## config.mk

```make
export PLATFORM = sky130hd
export DESIGN_NAME = mode_banked_regfile
export DESIGN_NICKNAME = d
export VERILOG_FILES = /design/src/rtl/mbrf_pkg.sv /design/src/rtl/mbrf_slot_map.sv /design/src/rtl/mbrf_storage.sv /design/src/rtl/mbrf_read_port.sv /design/src/rtl/mode_banked_regfile.sv
export SDC_FILE = /design/constraint.sdc
export NUM_CORES = 2
export LEC_CHECK = 0
export BUFFER_PORTS_ARGS = -buffer_cell sky130_fd_sc_hd__buf_2
export CORE_ASPECT_RATIO = 0.8
export CORE_MARGIN = 2
export CORE_UTILIZATION = 58
export CTS_CLUSTER_SIZE = 28
export DETAILED_ROUTE_END_ITERATION = 6
export GPL_ROUTABILITY_DRIVEN = 0
export PLACE_DENSITY = 0.85
export SETUP_SLACK_MARGIN = 0.2
export SLEW_MARGIN = 20
export SYNTH_ARGS = -nofsm -noshare
export SYNTH_HDL_FRONTEND = slang
export SYNTH_SLANG_ARGS = --single-unit
```

## constraint.sdc

```tcl
create_clock -name clk -period 6.7 [get_ports clk]
set_input_delay 0.67 -clock clk [delete_from_list [all_inputs] [get_ports clk]]
set_output_delay 0.67 -clock clk [all_outputs]
set_load 0.02 [all_outputs]
```

## src/rtl/mbrf_pkg.sv

```systemverilog
package mbrf_pkg;

  typedef enum logic [2:0] {
    MODE_USR = 3'd0,
    MODE_FIQ = 3'd1,
    MODE_IRQ = 3'd2,
    MODE_SVC = 3'd3,
    MODE_ABT = 3'd4,
    MODE_UND = 3'd5
  } mode_e;

  localparam int IDX_W        = 4;
  localparam int MODE_W       = 3;
  localparam int N_SHARED     = 8;   // indices 0..7
  localparam int FIQ_FIRST    = 8;   // first fast-interrupt banked index
  localparam int FIQ_LAST     = 12;  // last fast-interrupt banked index
  localparam int N_FIQ_BANK   = FIQ_LAST - FIQ_FIRST + 1;
  localparam int SP_IDX       = 13;
  localparam int LR_IDX       = 14;
  localparam int N_EXC_MODES  = 5;
  localparam int N_PER_EXC    = 2;
  localparam int N_USER_HIGH  = LR_IDX - FIQ_FIRST + 1;
  localparam int FIQ_BASE     = N_SHARED + N_USER_HIGH;
  localparam int EXC_BASE     = FIQ_BASE + N_FIQ_BANK;
  localparam int N_SLOTS      = EXC_BASE + N_EXC_MODES * N_PER_EXC;
  localparam int SLOT_W       = $clog2(N_SLOTS);
  localparam int N_PORTS      = 3;  // two reads, one write

  // Position of an exception mode within the exception banks, and whether it is one.
  function automatic logic is_exc_mode(input logic [MODE_W-1:0] m);
    return (m >= MODE_W'(MODE_FIQ)) && (m <= MODE_W'(MODE_UND));
  endfunction

  function automatic logic [SLOT_W-1:0] exc_rank(input logic [MODE_W-1:0] m);
    return SLOT_W'(m - MODE_W'(MODE_FIQ));
  endfunction

endpackage

```

## src/rtl/mbrf_slot_map.sv

```systemverilog
module mbrf_slot_map
  import mbrf_pkg::*;
(
  input  logic [MODE_W-1:0] mode_i,
  input  logic [IDX_W-1:0]  idx_i,
  output logic [SLOT_W-1:0] slot_o,
  output logic              valid_o
);

  logic              fiq_mode;
  logic              exc_mode;
  logic [SLOT_W-1:0] rank;

  assign fiq_mode = (mode_i == MODE_W'(MODE_FIQ));
  assign exc_mode = is_exc_mode(mode_i);
  assign rank     = exc_rank(mode_i);

  always_comb begin
    slot_o  = '0;
    valid_o = 1'b1;
    if (idx_i < IDX_W'(N_SHARED)) begin
      slot_o = SLOT_W'(idx_i);
    end else if (idx_i <= IDX_W'(FIQ_LAST)) begin
      if (fiq_mode)
        slot_o = SLOT_W'(FIQ_BASE) + SLOT_W'(idx_i - IDX_W'(FIQ_FIRST));
      else
        slot_o = SLOT_W'(idx_i);
    end else if (idx_i <= IDX_W'(LR_IDX)) begin
      if (exc_mode)
        slot_o = SLOT_W'(EXC_BASE) + (rank * SLOT_W'(N_PER_EXC))
               + SLOT_W'(idx_i - IDX_W'(SP_IDX));
      else
        slot_o = SLOT_W'(idx_i);
    end else begin
      valid_o = 1'b0;
    end
  end

endmodule

```

## src/rtl/mbrf_storage.sv

```systemverilog
module mbrf_storage
  import mbrf_pkg::*;
#(
  parameter int DATA_W = 32
) (
  input  logic              clk,
  input  logic              rst_n,
  input  logic              wr_en_i,
  input  logic [SLOT_W-1:0] wr_slot_i,
  input  logic [DATA_W-1:0] wr_data_i,
  input  logic [SLOT_W-1:0] rd_a_slot_i,
  input  logic [SLOT_W-1:0] rd_b_slot_i,
  output logic [DATA_W-1:0] rd_a_q_o,
  output logic [DATA_W-1:0] rd_b_q_o
);

  logic [DATA_W-1:0]  q [N_SLOTS];
  logic [N_SLOTS-1:0] slot_we;

  // next-state: per-slot clock enables
  always_comb begin
    slot_we = '0;
    for (int s = 0; s < N_SLOTS; s++)
      slot_we[s] = wr_en_i && (wr_slot_i == SLOT_W'(s));
  end

  for (genvar g = 0; g < N_SLOTS; g++) begin : g_slot
    always_ff @(posedge clk or negedge rst_n) begin
      if (!rst_n)
        q[g] <= '0;
      else if (slot_we[g])
        q[g] <= wr_data_i;
    end
  end

  assign rd_a_q_o = (rd_a_slot_i < SLOT_W'(N_SLOTS)) ? q[rd_a_slot_i] : '0;
  assign rd_b_q_o = (rd_b_slot_i < SLOT_W'(N_SLOTS)) ? q[rd_b_slot_i] : '0;

  // an enabled write is held by the addressed slot after the edge
  a_r5_write_lands: assert property (@(posedge clk) disable iff (!rst_n)
    wr_en_i |=> (q[$past(wr_slot_i)] == $past(wr_data_i)));

  // at most one slot is enabled per cycle
  a_r5_single_slot: assert property (@(posedge clk) disable iff (!rst_n)
    $onehot0(slot_we));

endmodule

```

## src/rtl/mbrf_read_port.sv

```systemverilog
module mbrf_read_port
  import mbrf_pkg::*;
#(
  parameter int DATA_W = 32
) (
  input  logic              rd_valid_i,
  input  logic [SLOT_W-1:0] rd_slot_i,
  input  logic [DATA_W-1:0] stored_i,
  input  logic              wr_live_i,
  input  logic [SLOT_W-1:0] wr_slot_i,
  input  logic [DATA_W-1:0] wr_data_i,
  output logic [DATA_W-1:0] data_o
);

  logic hit;

  assign hit = wr_live_i && (wr_slot_i == rd_slot_i);

  always_comb begin
    if (!rd_valid_i)
      data_o = '0;
    else if (hit)
      data_o = wr_data_i;
    else
      data_o = stored_i;
  end

endmodule

```

## src/rtl/mode_banked_regfile.sv

```systemverilog
module mode_banked_regfile
  import mbrf_pkg::*;
#(
  parameter int DATA_W = 32
) (
  input  logic              clk,
  input  logic              rst_n,
  input  logic [2:0]        mode,
  input  logic [3:0]        rd_a_idx,
  output logic [DATA_W-1:0] rd_a_data,
  input  logic [3:0]        rd_b_idx,
  output logic [DATA_W-1:0] rd_b_data,
  input  logic              wr_en,
  input  logic [3:0]        wr_idx,
  input  logic [DATA_W-1:0] wr_data
);

  localparam int P_RA = 0;
  localparam int P_RB = 1;
  localparam int P_WR = 2;

  logic [IDX_W-1:0]  port_idx   [N_PORTS];
  logic [SLOT_W-1:0] port_slot  [N_PORTS];
  logic              port_valid [N_PORTS];
  logic              wr_live;
  logic [DATA_W-1:0] q_a, q_b;

  assign port_idx[P_RA] = rd_a_idx;
  assign port_idx[P_RB] = rd_b_idx;
  assign port_idx[P_WR] = wr_idx;

  for (genvar p = 0; p < N_PORTS; p++) begin : g_map
    mbrf_slot_map u_map (
      .mode_i  (mode),
      .idx_i   (port_idx[p]),
      .slot_o  (port_slot[p]),
      .valid_o (port_valid[p])
    );
  end

  assign wr_live = wr_en && port_valid[P_WR];

  mbrf_storage #(.DATA_W(DATA_W)) u_store (
    .clk         (clk),
    .rst_n       (rst_n),
    .wr_en_i     (wr_live),
    .wr_slot_i   (port_slot[P_WR]),
    .wr_data_i   (wr_data),
    .rd_a_slot_i (port_slot[P_RA]),
    .rd_b_slot_i (port_slot[P_RB]),
    .rd_a_q_o    (q_a),
    .rd_b_q_o    (q_b)
  );

  mbrf_read_port #(.DATA_W(DATA_W)) u_rd_a (
    .rd_valid_i (port_valid[P_RA]),
    .rd_slot_i  (port_slot[P_RA]),
    .stored_i   (q_a),
    .wr_live_i  (wr_live),
    .wr_slot_i  (port_slot[P_WR]),
    .wr_data_i  (wr_data),
    .data_o     (rd_a_data)
  );

  mbrf_read_port #(.DATA_W(DATA_W)) u_rd_b (
    .rd_valid_i (port_valid[P_RB]),
    .rd_slot_i  (port_slot[P_RB]),
    .stored_i   (q_b),
    .wr_live_i  (wr_live),
    .wr_slot_i  (port_slot[P_WR]),
    .wr_data_i  (wr_data),
    .data_o     (rd_b_data)
  );

  // low indices land on the shared slot of the same number
  a_r1_shared_map: assert property (@(posedge clk) disable iff (!rst_n)
    (rd_a_idx < 4'd8) |-> (port_slot[P_RA] == SLOT_W'(rd_a_idx)));

  // fast-interrupt banked indices land in the fast-interrupt range
  a_r2_fiq_range: assert property (@(posedge clk) disable iff (!rst_n)
    (mode == 3'd1 && rd_a_idx >= 4'd8 && rd_a_idx <= 4'd12)
    |-> (port_slot[P_RA] >= SLOT_W'(FIQ_BASE) && port_slot[P_RA] < SLOT_W'(EXC_BASE)));

  // every mapped slot exists in the array
  a_r3_slot_in_range: assert property (@(posedge clk) disable iff (!rst_n)
    port_valid[P_WR] |-> (port_slot[P_WR] < SLOT_W'(N_SLOTS)));

  // a read of the slot under write returns the incoming data
  a_r7_bypass: assert property (@(posedge clk) disable iff (!rst_n)
    (wr_en && wr_idx != 4'd15 && rd_b_idx == wr_idx) |-> (rd_b_data == wr_data));

  // index 15 reads as zero on both ports
  a_r9_idx15_zero: assert property (@(posedge clk) disable iff (!rst_n)
    (rd_a_idx == 4'd15) |-> (rd_a_data == '0));
  a_r9_idx15_zero_b: assert property (@(posedge clk) disable iff (!rst_n)
    (rd_b_idx == 4'd15) |-> (rd_b_data == '0));

endmodule

```

==> key figures <==
Outcome
  • Outcome: complete, but fails checks
  • Violated checks: design-rule violations

GRT
  • Initial antenna violation count: 20
  • GR Util All Layers: 0.393
  • Met3 GRT Util: 0.186
  • Largest net degree at the start of global routing: about 170
  • Vias in the first global route: 49395
  • First-pass GRT wire length: approximately 300000 um
  • M1 GR Usage: 0.494
  • Met2 usage: 0.539
  • GRT Residual Overflow: 0
  • Top Usage Layer GRT: met2

Synth
  • Mean post-synth cell area: a little over 10 um2
  • Post-synthesis cell count: about 5500
  • Post-synth cell types: 95
  • Post-synth top area share: 0.421
  • Synth Warn #: 0
  • Syn nets: between 5000 and 6000
  • Post-synth top cells: mux2_2 (1046), dfrtp_1 (960), nand2_1 (953)
  • EDFF count, synth: 0
  • Seq/Total Area, Yosys: 0.421
  • Synth Flop Type: dfrtp_1
  • Most instantiated library cell after synthesis: mux2_2
  • Most area-consuming cells after synthesis: dfrtp_1 (42%), mux2_2 (21%), nand2_1 (6.3%)
  • Synth Register Bits: 960
  • Post-Syn Area: between 50000 and 60000 um2
  • Ys async rst share: 1.00
  • Post-synth top area cell: dfrtp_1

STA
  • Unrepaired setup endpoints after global routing: false
  • Final setup violation count: 0
  • Relative slew margins: 0.125
  • Setup_tns: 0 ns
  • Final Hold Fails: 0
  • Crit path time final: 6.45 ns
  • Min Hold Slack: around 0.056 ns
  • Final period util: 0.963
  • Achievable Freq: approximately 150 MHz
  • Fin. max-slew vios: 0
  • Skew final: 0 ns
  • Worst-Margin Slew: roughly 1.3 ns

Finish
  • Max FFs per register: 960
  • Layout Area Growth over Synthesis: 8.41%
  • Share of layout cells above drive strength 1: 0.292
  • Register area: 24000 um2
  • Biggest regs: u_store.q: 960 flops
  • Multi-input logic area: a little over 30000 um2
  • Top reg by flops: u_store.q
  • Filler cells: 6952
  • Layout net count: ~5400

Power and ir drop
  • Power per cell area: 340 nW/um2
  • Leakage: 0.0272 uW
  • VDD IR max: roughly 0.23 mV

Clock tree
  • Reg clk slew, reported paths: around 0.06 ns
  • H-tree depth: 3
  • Num CTS Buffers: 100
  • CTS tree: done
  • Root Driver: clkbuf_16
  • # clock sinks: 960
  • Worst skew pair latency: ~0.7 ns
  • Post-CTS Hold Fix Bufs: 0
  • Clock buffer depth: 3

Route
  • Antenna-violating nets left: 0
  • Drt pass-1 iters: 7
  • Final Routed Wirelength: 205000 um
  • Via density: around 7.5
  • 1st-iter DRT viols: about 10000
  • # DRC: 11
  • WL per Instance: just over 30 um
  • Vias: between 50000 and 60000

Setup path
  • Startpoint types: input pin
  • Crit end category: primary output
  • Setup CP Type: in2out
  • Worst Path Arrival: between 5 and 6 ns
  • Worst path required time: 6.03 ns
  • CP Max Fanout: between 50 and 60

Floorplan
  • Num rows: roughly 100
  • Initial Util: 0.588
  • Die height: 285 um
  • I/O pin count: roughly 110
  • Core box area: 97100 um2
  • Die area: around 100000 um2
  • Die X: 355 um

Worst hold path
  • Hold WC Path Type: in2async

Placement
  • Number of port buffers: between 100 and 150
  • Placed wire-length estimate: about 120000 um

Flow run
  • Max-Cap Viols: 0
## metal layers
| metal | vias to the layer above | wire (um) | part of all wire |
|---|---|---|---|
| met1 | 24373 | 70500 | 0.34 |
| met2 | 4816 | 82100 | 0.40 |
| met3 | 1431 | 35700 | 0.17 |
| li1 | 19962 | - | - |
| met4 | 22 | 16500 | 0.080 |
| met5 | - | 206 | 0.0010 |
## where the power goes
part           total [uW]  internal [uW]  switching [uW]  leakage [uW]
Clock                5780           3300            2490       0.00167
Combinational        6310           2780            3540        0.0131
Sequential           8920           7500            1420        0.0125
Total               21000          13600            7450        0.0272
## final timing paths
| path | endpoint | slack (ns) | startpoint | cells after the start |
|---|---|---|---|---|
| min | u_store.q[456]$_DFFE_PN0P_ | 0.06 | rst_n | 1 |
| max reg2reg | u_store.q[166]$_DFFE_PN0P_ | 5.85 | u_store.q[166]$_DFFE_PN0P_ | 1 |
| max in group asynchronous | u_store.q[327]$_DFFE_PN0P_ | 4.92 | rst_n | 3 |
| max | rd_b_data[27] | 0.25 | mode[1] | 13 |
| min reg2reg | u_store.q[359]$_DFFE_PN0P_ | 0.51 | u_store.q[359]$_DFFE_PN0P_ | 1 |
| min in group clk | u_store.q[359]$_DFFE_PN0P_ | 0.51 | u_store.q[359]$_DFFE_PN0P_ | 1 |
## cell type report
| class | count | area share |
|---|---|---|
| inverters | 28 | 0.00170 |
| multi-input cells | 3980 | 0.494 |
| diodes | 7 | 0.000283 |
| repair buffers | 285 | 0.0354 |
| well taps | 1300 | 0.0263 |
| flip-flops and latches | 960 | 0.388 |
| clock buffers | 151 | 0.0481 |
| clock inverters | 34 | 0.00639 |
## critical path: stages
cell       delay (ns)
buf_2            0.15
inv_1            0.09
ha_1             0.35
nand2b_1         0.33
nor3_1           0.61
or3_1            0.69
nand2_8          0.55
buf_4            0.38
mux2_2           0.29
a2111oi_0        1.05
o32a_1           0.29
a21oi_1          0.12
buf_2            0.19
## what timing repair did
| item | CTS | global route |
|---|---|---|
| resized for setup | 0 | 2 |
| setup endpoints to repair | 0 | 2 |
| setup buffers | 0 | 0 |
## cell usage in the layout, fill, tap and decap left out, types with 17 or more instances in the layout
cell and instances:
o21ai_0 103, clkbuf_8 28, nand3_1 325, a22o_1 25, o211ai_1 65, nand2_1 949, nor2_4 29, dfrtp_1 960
buf_12 26, o21ba_1 17, nand4_1 120, clkbuf_16 100, mux2_1 28, mux2_2 1046, mux2i_1 314, o41ai_1 21
clkbuf_1 23, o2111ai_1 53, buf_2 112, a211o_1 23, a311oi_1 34, clkinv_2 19, o21bai_1 23, a2111oi_0 26
a221oi_1 98, and2_1 100, ha_1 24, inv_1 28, a31oi_1 31, buf_4 146, a21oi_1 174, a32oi_1 78
a221o_1 23
## cell families (layout without fill, tap and decap cells)
family | count (synthesis) | in the layout | synth area share
xor gates and xnor gates | 18 | 18 | 0.00300
and+or+nand+nor | 1622 | 1622 | 0.131
muxes | 1389 | 1389 | 0.267
other | 0 | 7 | 0
buffers and inverters | 607 | 498 | 0.0502
DFF | 960 | 960 | 0.421
AOI/OAI and AO/OA | 924 | 924 | 0.122
adders and majority gates | 27 | 27 | 0.00631
## through the flow
step | std cells | power (uW) | util | cell area [um2] | worst slack [ns]
4_1_cts | 6738 | 20600 | 0.637 | 61800 | 0.220
3_5_place_dp | 6553 | 14900 | 0.602 | 58500 | 0.280
2_1_floorplan | 5547 | 12800 | - | 57100 | 1.41
3_3_place_gp | 6553 | 14500 | 0.602 | 58500 | 0.375
5_1_grt | 6743 | 21700 | 0.637 | 61900 | 0.244
6_report | 6745 | 21000 | 0.637 | 61900 | 0.247
(Power assumes the default switching activity.)
